File: config.mk
export PLATFORM = sky130hd
export DESIGN_NAME = pause_rx_ctl
export DESIGN_NICKNAME = d
export VERILOG_FILES = /design/src/rtl/pfr_pkg.sv /design/src/rtl/pfr_parser.sv /design/src/rtl/pfr_policy.sv /design/src/rtl/pfr_timer.sv /design/src/rtl/pause_rx_ctl.sv
export SDC_FILE = /design/constraint.sdc
export NUM_CORES = 1
export LEC_CHECK = 0
export BUFFER_PORTS_ARGS = -buffer_cell sky130_fd_sc_hd__buf_2
export CORE_UTILIZATION = 58
export CTS_CLUSTER_DIAMETER = 60
export DETAILED_ROUTE_END_ITERATION = 8
export GPL_TIMING_DRIVEN = 1
export PLACE_DENSITY = 0.8
export SLEW_MARGIN = 20
export SYNTH_ARGS = -nofsm -noshare
export SYNTH_HDL_FRONTEND = slang
export SYNTH_SLANG_ARGS = --single-unit
File: constraint.sdc
create_clock -name clk -period 3.1 [get_ports clk]
set_input_delay 0.62 -clock clk [delete_from_list [all_inputs] [get_ports clk]]
set_output_delay 0.62 -clock clk [all_outputs]
set_load 0.05 [all_outputs]
File: src/rtl/pfr_pkg.sv
package pfr_pkg;

  localparam int IDX_W = 5;

  localparam logic [47:0]      PAUSE_DA   = 48'h0180C2000001;
  localparam logic [15:0]      CTRL_TYPE  = 16'h8808;
  localparam logic [15:0]      PAUSE_OP   = 16'h0001;

  localparam logic [IDX_W-1:0] POS_DA_END = 5'd6;
  localparam logic [IDX_W-1:0] POS_TYPE   = 5'd12;
  localparam logic [IDX_W-1:0] POS_OP     = 5'd14;
  localparam logic [IDX_W-1:0] POS_VAL    = 5'd16;
  localparam logic [IDX_W-1:0] LEN_CTRL   = 5'd14;
  localparam logic [IDX_W-1:0] LEN_PAUSE  = 5'd18;

  typedef struct packed {
    logic        done;
    logic        err;
    logic        pause;
    logic        ctrl;
    logic [15:0] val;
  } frame_sum_t;

  function automatic logic [7:0] da_byte(input logic [2:0] p);
    logic [47:0] sh;
    sh = PAUSE_DA << {p, 3'b000};
    return sh[47:40];
  endfunction

endpackage

File: src/rtl/pfr_parser.sv
module pfr_parser
  import pfr_pkg::*;
(
  input  logic       clk,
  input  logic       rst_n,
  input  logic       in_valid,
  input  logic [7:0] in_data,
  input  logic       in_sof,
  input  logic       in_eof,
  input  logic       in_err,
  output frame_sum_t sum
);

  logic [IDX_W-1:0] idx_q;
  logic [IDX_W-1:0] pos;
  logic             da_bad_q, type_bad_q, op_bad_q;
  logic [15:0]      val_q;
  logic             end_q, err_q;

  assign pos = in_sof ? '0 : idx_q;

  always_ff @(posedge clk) begin
    if (!rst_n) begin
      idx_q      <= '0;
      da_bad_q   <= 1'b1;
      type_bad_q <= 1'b1;
      op_bad_q   <= 1'b1;
      val_q      <= '0;
      end_q      <= 1'b0;
      err_q      <= 1'b0;
    end else begin
      end_q <= in_valid & in_eof;
      err_q <= in_valid & in_eof & in_err;
      if (in_valid) begin
        if (pos < LEN_PAUSE) idx_q <= pos + 5'd1;
        if (pos == '0) begin
          da_bad_q   <= (in_data != da_byte(3'd0));
          type_bad_q <= 1'b0;
          op_bad_q   <= 1'b0;
        end else if (pos < POS_DA_END) begin
          da_bad_q <= da_bad_q | (in_data != da_byte(pos[2:0]));
        end
        if (pos == POS_TYPE)         type_bad_q <= (in_data != CTRL_TYPE[15:8]);
        if (pos == POS_TYPE + 5'd1)  type_bad_q <= type_bad_q | (in_data != CTRL_TYPE[7:0]);
        if (pos == POS_OP)           op_bad_q   <= (in_data != PAUSE_OP[15:8]);
        if (pos == POS_OP + 5'd1)    op_bad_q   <= op_bad_q | (in_data != PAUSE_OP[7:0]);
        if (pos == POS_VAL)          val_q[15:8] <= in_data;
        if (pos == POS_VAL + 5'd1)   val_q[7:0]  <= in_data;
      end
    end
  end

  always_comb begin
    sum.done  = end_q;
    sum.err   = err_q;
    sum.ctrl  = !type_bad_q && (idx_q >= LEN_CTRL);
    sum.pause = !da_bad_q && !type_bad_q && !op_bad_q && (idx_q >= LEN_PAUSE);
    sum.val   = val_q;
  end

endmodule

File: src/rtl/pfr_policy.sv
module pfr_policy
  import pfr_pkg::*;
#(
  parameter int CNT_W = 16
) (
  input  logic             clk,
  input  logic             rst_n,
  input  frame_sum_t       sum,
  input  logic             cfg_fc_en,
  input  logic             cfg_drop_pause,
  input  logic             cfg_pass_ctrl,
  output logic             load,
  output logic [15:0]      load_val,
  output logic             fr_done,
  output logic             fr_pass,
  output logic [CNT_W-1:0] xon_cnt,
  output logic [CNT_W-1:0] xoff_cnt
);

  localparam int N_CNT = 2;

  logic             act;
  logic             pass_c;
  logic [N_CNT-1:0] inc;
  logic [CNT_W-1:0] cnt_q [N_CNT];

  assign act      = sum.done & ~sum.err & sum.pause & cfg_fc_en;
  assign load     = act;
  assign load_val = sum.val;
  assign inc[0]   = act & (sum.val == 16'd0);
  assign inc[1]   = act & (sum.val != 16'd0);

  always_comb begin
    if (sum.err)        pass_c = 1'b0;
    else if (sum.pause) pass_c = ~cfg_drop_pause;
    else if (sum.ctrl)  pass_c = cfg_pass_ctrl;
    else                pass_c = 1'b1;
  end

  always_ff @(posedge clk) begin
    if (!rst_n) begin
      fr_done <= 1'b0;
      fr_pass <= 1'b0;
    end else begin
      fr_done <= sum.done;
      fr_pass <= sum.done & pass_c;
    end
  end

  for (genvar i = 0; i < N_CNT; i++) begin : g_cnt
    always_ff @(posedge clk) begin
      if (!rst_n)      cnt_q[i] <= '0;
      else if (inc[i]) cnt_q[i] <= cnt_q[i] + CNT_W'(1);
    end
  end

  assign xon_cnt  = cnt_q[0];
  assign xoff_cnt = cnt_q[1];

endmodule

File: src/rtl/pfr_timer.sv
module pfr_timer #(
  parameter int QUANTUM_BITS = 512,
  parameter int VAL_W        = 16
) (
  input  logic             clk,
  input  logic             rst_n,
  input  logic             load,
  input  logic [VAL_W-1:0] load_val,
  input  logic             tick,
  output logic             hold,
  output logic [VAL_W-1:0] quanta
);

  localparam int BC_W = (QUANTUM_BITS > 2) ? $clog2(QUANTUM_BITS) : 1;
  localparam logic [BC_W-1:0] BC_LAST = BC_W'(QUANTUM_BITS - 1);

  logic [VAL_W-1:0] q_q;
  logic [BC_W-1:0]  bc_q;

  always_ff @(posedge clk) begin
    if (!rst_n) begin
      q_q  <= '0;
      bc_q <= '0;
    end else if (load) begin
      q_q  <= load_val;
      bc_q <= '0;
    end else if (q_q != '0 && tick) begin
      if (bc_q == BC_LAST) begin
        bc_q <= '0;
        q_q  <= q_q - VAL_W'(1);
      end else begin
        bc_q <= bc_q + BC_W'(1);
      end
    end
  end

  assign hold   = (q_q != '0);
  assign quanta = q_q;

endmodule

File: src/rtl/pause_rx_ctl.sv
module pause_rx_ctl
  import pfr_pkg::*;
#(
  parameter int QUANTUM_BITS = 512,
  parameter int CNT_W        = 16
) (
  input  logic             clk,
  input  logic             rst_n,
  input  logic             rx_valid,
  output logic             rx_ready,
  input  logic [7:0]       rx_data,
  input  logic             rx_sof,
  input  logic             rx_eof,
  input  logic             rx_err,
  input  logic             bit_tick,
  input  logic             cfg_rx_fc_en,
  input  logic             cfg_drop_pause,
  input  logic             cfg_pass_ctrl,
  output logic             tx_hold,
  output logic             fr_done,
  output logic             fr_pass,
  output logic [CNT_W-1:0] xon_cnt,
  output logic [CNT_W-1:0] xoff_cnt
);

  localparam int VAL_W = 16;

  frame_sum_t       psum;
  logic             tmr_load;
  logic [VAL_W-1:0] tmr_val;
  logic [VAL_W-1:0] quanta_w;

  assign rx_ready = 1'b1;

  pfr_parser u_parse (
    .clk(clk), .rst_n(rst_n),
    .in_valid(rx_valid), .in_data(rx_data), .in_sof(rx_sof),
    .in_eof(rx_eof), .in_err(rx_err), .sum(psum)
  );

  pfr_policy #(.CNT_W(CNT_W)) u_pol (
    .clk(clk), .rst_n(rst_n), .sum(psum),
    .cfg_fc_en(cfg_rx_fc_en), .cfg_drop_pause(cfg_drop_pause),
    .cfg_pass_ctrl(cfg_pass_ctrl),
    .load(tmr_load), .load_val(tmr_val),
    .fr_done(fr_done), .fr_pass(fr_pass),
    .xon_cnt(xon_cnt), .xoff_cnt(xoff_cnt)
  );

  pfr_timer #(.QUANTUM_BITS(QUANTUM_BITS), .VAL_W(VAL_W)) u_tmr (
    .clk(clk), .rst_n(rst_n), .load(tmr_load), .load_val(tmr_val),
    .tick(bit_tick), .hold(tx_hold), .quanta(quanta_w)
  );

endmodule

# Yosys cells after proc, flatten, opt, wreduce, memory -nomap -nowiden
# Memory sizes are Yosys's and may differ from the RTL's.
# Index checks and enable logic that the tools add are counted.
# Widths: inputs -> output; s select.
# word_totals
out_inout_bits	36
memories	1
ram_bits	32
regBits	53
# mem_list
memory	words	width	rd	rd_clocked_by_memory_dff	write_ports	line_no	rtl
u_pol.cnt_q	2	16	2	0	2	pfr_policy.sv:25	logic [CNT_W-1:0] cnt_q [N_CNT];
# op_classes
n_addsub	5
n_reduce_logical	26
shifts	1
mux	24
magnitude_cmp	4
n_eq_ne	11
bitwise_logic	16
# op_table
operator	count
$mux 16	5
$shl 41x6->48 const A	1
$add 16x1->16 const B	2
$reduce_bool 16->1	2
$eq 5x4->1 const B	4
$mux 1	17
$logic_not 16->1	1
$sub 16x1->16 const B	1
$reduce_and 2->1	7
$eq 5x5->1 const B	2
$add 9x1->9 const B	1
$eq 9x9->1 const B	1
$mux 9	1
$and 1x1->1	8
$ne 8x1->1 const B	1
$ne 8x4->1 const B	1
$ne 8x8->1	1
$ne 8x8->1 const B	1
$reduce_bool 8->1	1
$reduce_bool 2->1	3
$reduce_bool 3->1	2
$add 5x1->5 const B	1
$ge 5x4->1 const B	1
$ge 5x5->1 const B	1
other kinds (9)	21

# Depth between registers and ports, before layout
# logic_depth
depth_word	11
mapped_depth	9
depth_no_buf	9

# Modules after synthesis
# From an unflattened synthesis, not the netlist that was laid out.
# unflattened
hier_cells	500
area_unflattened_um2	4884.7
# modules_own_cells
mod	seq_area_each_um2	cells_each	area_per_inst_um2	n_inst
pfr_policy	1001.0	183	2102.0	1
pfr_parser	520.5	149	1393.8	1
pfr_timer	500.5	166	1377.6	1
pause_rx_ctl	0.0	2	11.3	1

# Worst setup path after synthesis
# No wires, ideal clock.
# synth_path
kind	in2reg
start	in cfg_rx_fc_en
end	mem u_pol.cnt_q[0][0], enable pin
t_arrival_ps	2121
setup_slack_ps	568
cell_stages	3
required_time_ps	2689
n_path_buf	0
path_cell_list	and3b_1 > nand3_1 > o21ai_0
# synth_rtl
element	line_no	rtl
from (decl)	pause_rx_ctl.sv:16	input logic cfg_rx_fc_en,
to (decl)	pfr_policy.sv:25	

# Worst setup path in the final report
# layout_path
start	reg u_tmr.q_q[2] (netlist: u_tmr.quanta[2])
end	out tx_hold
# layout_via
elab_chain_cells	1
# layout_rtl
element	line_no	rtl
from (decl)	pfr_timer.sv:17	logic [VAL_W-1:0] q_q;
from (signal assigned)	pfr_timer.sv:25	q_q <= load_val;
from (signal assigned)	pfr_timer.sv:30	q_q <= q_q - VAL_W'(1);
$reduce_bool 16->1	pfr_timer.sv:37	assign hold = (q_q != '0);
to (decl)	pause_rx_ctl.sv:19	output logic tx_hold,
# No other way between the ends.

==> results.txt <==
Status - complete, no violations
Worst vdd ir - 223 µV
Initial Util - 60.4%
Synth cell count leaders - nor2_1, dfxtp_1, nand2_1
DRT iter0 DRCs - 227
GP Congestion - 0.892
Port Buffers - 52
Unrepaired setup endpoints after global routing - no
EDFF count, synth - 32
Net Sw Power - 563 µW
Die span in x - 89.4 µm
Postcts setup bufs - 0
Die Footprint - 0.00799 mm²
Skew-Pair Late Insertion Delay - 0.36 ns
Hold Path Origin - rx_err
HPWL Detailed - 6470 µm
Placement Rows - 31
GR Util All Layers - 23.3%
Logic pwr share - 8.5%
Share of Yosys cell area claimed by the top area cell type - 23.9%
# IOs - 54
Clk buf depth - 2
Chip Height - 89.4 µm
Slew headroom - 54.2%
Met2 usage - 38.3%
Clk root buf - clkbuf_8
WHS Endpoint - u_parse.err_q$_SDFF_PN0_
Worst Hold Depth - 2
Routing usage on met1 - 30.5%
CP Class - flip-flop to primary output
Max cap viols - 0
Most used routing layer - met2
Post-CTS sizing - 0
Hold/Removal Path Class - input port to flip-flop
Core Area - 0.00733 mm²
Gate Count Post-Synth - 482
Tmin final - 2.68 ns
Syn Nets - 507
CTS buffer count - 9
Leakage - 1.90 nW
Met3 global-route usage - 2.77%
Largest net degree at the start of global routing - 23
Crit end category - primary output
Vias in the first global route - 3161
WP data required - 2.48 ns
Final Max Slew Viols - 0
Syn Std Cell Area - 0.00443 mm²
Post-synth cell types - 59
Layout cells sized above 1 - 16.1%
Total Power - 2.17 mW
PD cells - 438 mW/mm²
Post-Route WL - 9040 µm
Setup TNS - 0 ns
Flops & latches, synth - 85
R2r worst-path depth - 9
Period utilization - 86.5%
Via count - 3654
DRT antenna net count - 0
Final setup vio count - 0
Top FF cell, synth - dfxtp_1
Cell with the most instances after synthesis - nor2_1
RR Endpoint - u_tmr.quanta[10]$_SDFFE_PN0P_
Startpoint types - flip-flop
Syn Area/Cell - 9.19 µm²
CTS Hold Bufs - 0
First-pass GRT wire length - 14300 µm
Clk pwr share - 35.8%
Least-Margin Pin Slew - 0.685 ns
H-tree lvl count - 3
Post-synth top area cell - dfxtp_1
CTS tree - done
Synth warn - 0
Worst r2r src - u_tmr.bc_q[0]$_SDFFE_PP0P_
Sink Count - 85
DR pass1 iterations - 5
Via/cell ratio - 5.76
Hold Fails Final Rpt - 0
# diodes - 0
DRC - 0
Max Fclk - 373 MHz
Initial antenna violation count - 0
Synth area leaders - dfxtp_1, edfxtp_1, nor2_1
Wire per inst - 14.3 µm
Async S/R FF share, synth - 0%
CP arrival - 2.06 ns
Seq pwr share - 55.6%
Layout Skew - 0.0106 ns
Worst R2R Setup Slack - 0.52 ns
GRT overflow - 0
Sw Ratio - 26.0%
Total Nets Final - 555
Worst-path clk slew - 0.09 ns
Sequential-to-total area share from yosys stat - 45.6%
Int Power - 1.61 mW
Area growth syn-to-layout - 11.9%
Max Fanout on Critical Path - 7
-- power by group through the flow --
stage          Sequential [mW]  Combinational [mW]  Clock (mW)
6_report                  1.21               0.185       0.777
2_1_floorplan             1.28              0.0864           0
3_3_place_gp              1.23               0.182           0
5_1_grt                   1.21               0.200       0.819
3_5_place_dp              1.23               0.184           0
4_1_cts                   1.21               0.185       0.784
-- logic make-up after synthesis --
group                    count (synthesis)  synth area share (%)
AND/OR/NAND/NOR                        228                  26.8
flip-flops                              85                  45.6
AO/OA/AOI/OAI                           67                  9.46
XOR/XNOR                                43                  8.50
buffers and inverters                   31                  2.97
multiplexers                            20                  4.55
adder cells (fa/ha/maj)                  7                  1.98
other                                    1                0.0846
-- critical path, stage by stage (launching register included) --
cell and delay, ns:
dfxtp_1 0.35, or4_4 0.59, nor4b_4 0.46, nand2_1 0.09, buf_2 0.22
-- cell type report --
class | instances | area, µm²
clock buffers | 10 | 128
clock inverters | 6 | 63.8
fillers | 583 | 2370
inverters | 10 | 37.5
multi-input cells | 366 | 2280
flip-flops and latches | 85 | 2020
well taps | 99 | 124
repair buffers | 58 | 305
-- layout by cell type (no fill, tap or decap), drive strengths merged, types with 8 or more instances in the layout --
master  Yosys  layout
xnor2      19      19
and3       14      14
nor3       17      17
nand3      31      31
buf         6      58
nor4        8       8
edfxtp     32      32
o21ai      31      31
xor2       24      24
inv        10      10
nand2      37      37
nor2       74      74
mux2i      19      19
dfxtp      53      53
a21oi      14      14
clkbuf     15      10
-- layer usage --
| layer | vias up | routed length (µm) | share of wire, % |
|---|---|---|---|
| li1 | 1815 | - | - |
| met1 | 1725 | 4240 | 47 |
| met2 | 98 | 4200 | 46 |
| met3 | 16 | 399 | 4.4 |
| met4 | 0 | 203 | 2.2 |
| met5 | - | 0 | 0 |
-- flip-flops by register name, summed over array words and instances (netlist names), 5 cells and up --
signal         count
u_pol.cnt_q       32
u_parse.val_q     16
u_tmr.quanta      16
u_tmr.bc_q         9
u_parse.idx_q      5
-- per-stage QoR --
stage,setup slack (ns),cell area [µm²],std cells,hold WS [ns],utilization (%)
3_3_place_gp,0.693,4770,618,0.464,65.0
4_1_cts,0.415,4960,634,0.454,67.6
6_report,0.420,4960,634,0.458,67.6
5_1_grt,0.263,4960,634,0.466,67.6
3_5_place_dp,0.571,4770,618,0.474,65.0
2_1_floorplan,0.568,4430,482,0.437,-
-- worst max-delay path by stage --
stage                            startpoint                         endpoint  slack [ns]
4_1_cts        u_tmr.quanta[2]$_SDFFE_PN0P_                          tx_hold        0.41
3_3_place_gp     u_tmr.bc_q[0]$_SDFFE_PP0P_    u_tmr.quanta[15]$_SDFFE_PN0P_        0.69
5_1_grt          u_tmr.bc_q[0]$_SDFFE_PP0P_    u_tmr.quanta[10]$_SDFFE_PN0P_        0.26
3_5_place_dp     u_tmr.bc_q[0]$_SDFFE_PP0P_    u_tmr.quanta[10]$_SDFFE_PN0P_        0.57
6_report       u_tmr.quanta[2]$_SDFFE_PN0P_                          tx_hold        0.42
2_1_floorplan                  cfg_rx_fc_en  u_pol.cnt_q[0][0]$_SDFFCE_PN0P_        0.57
No activity file was read; power rests on OpenSTA's default activity.
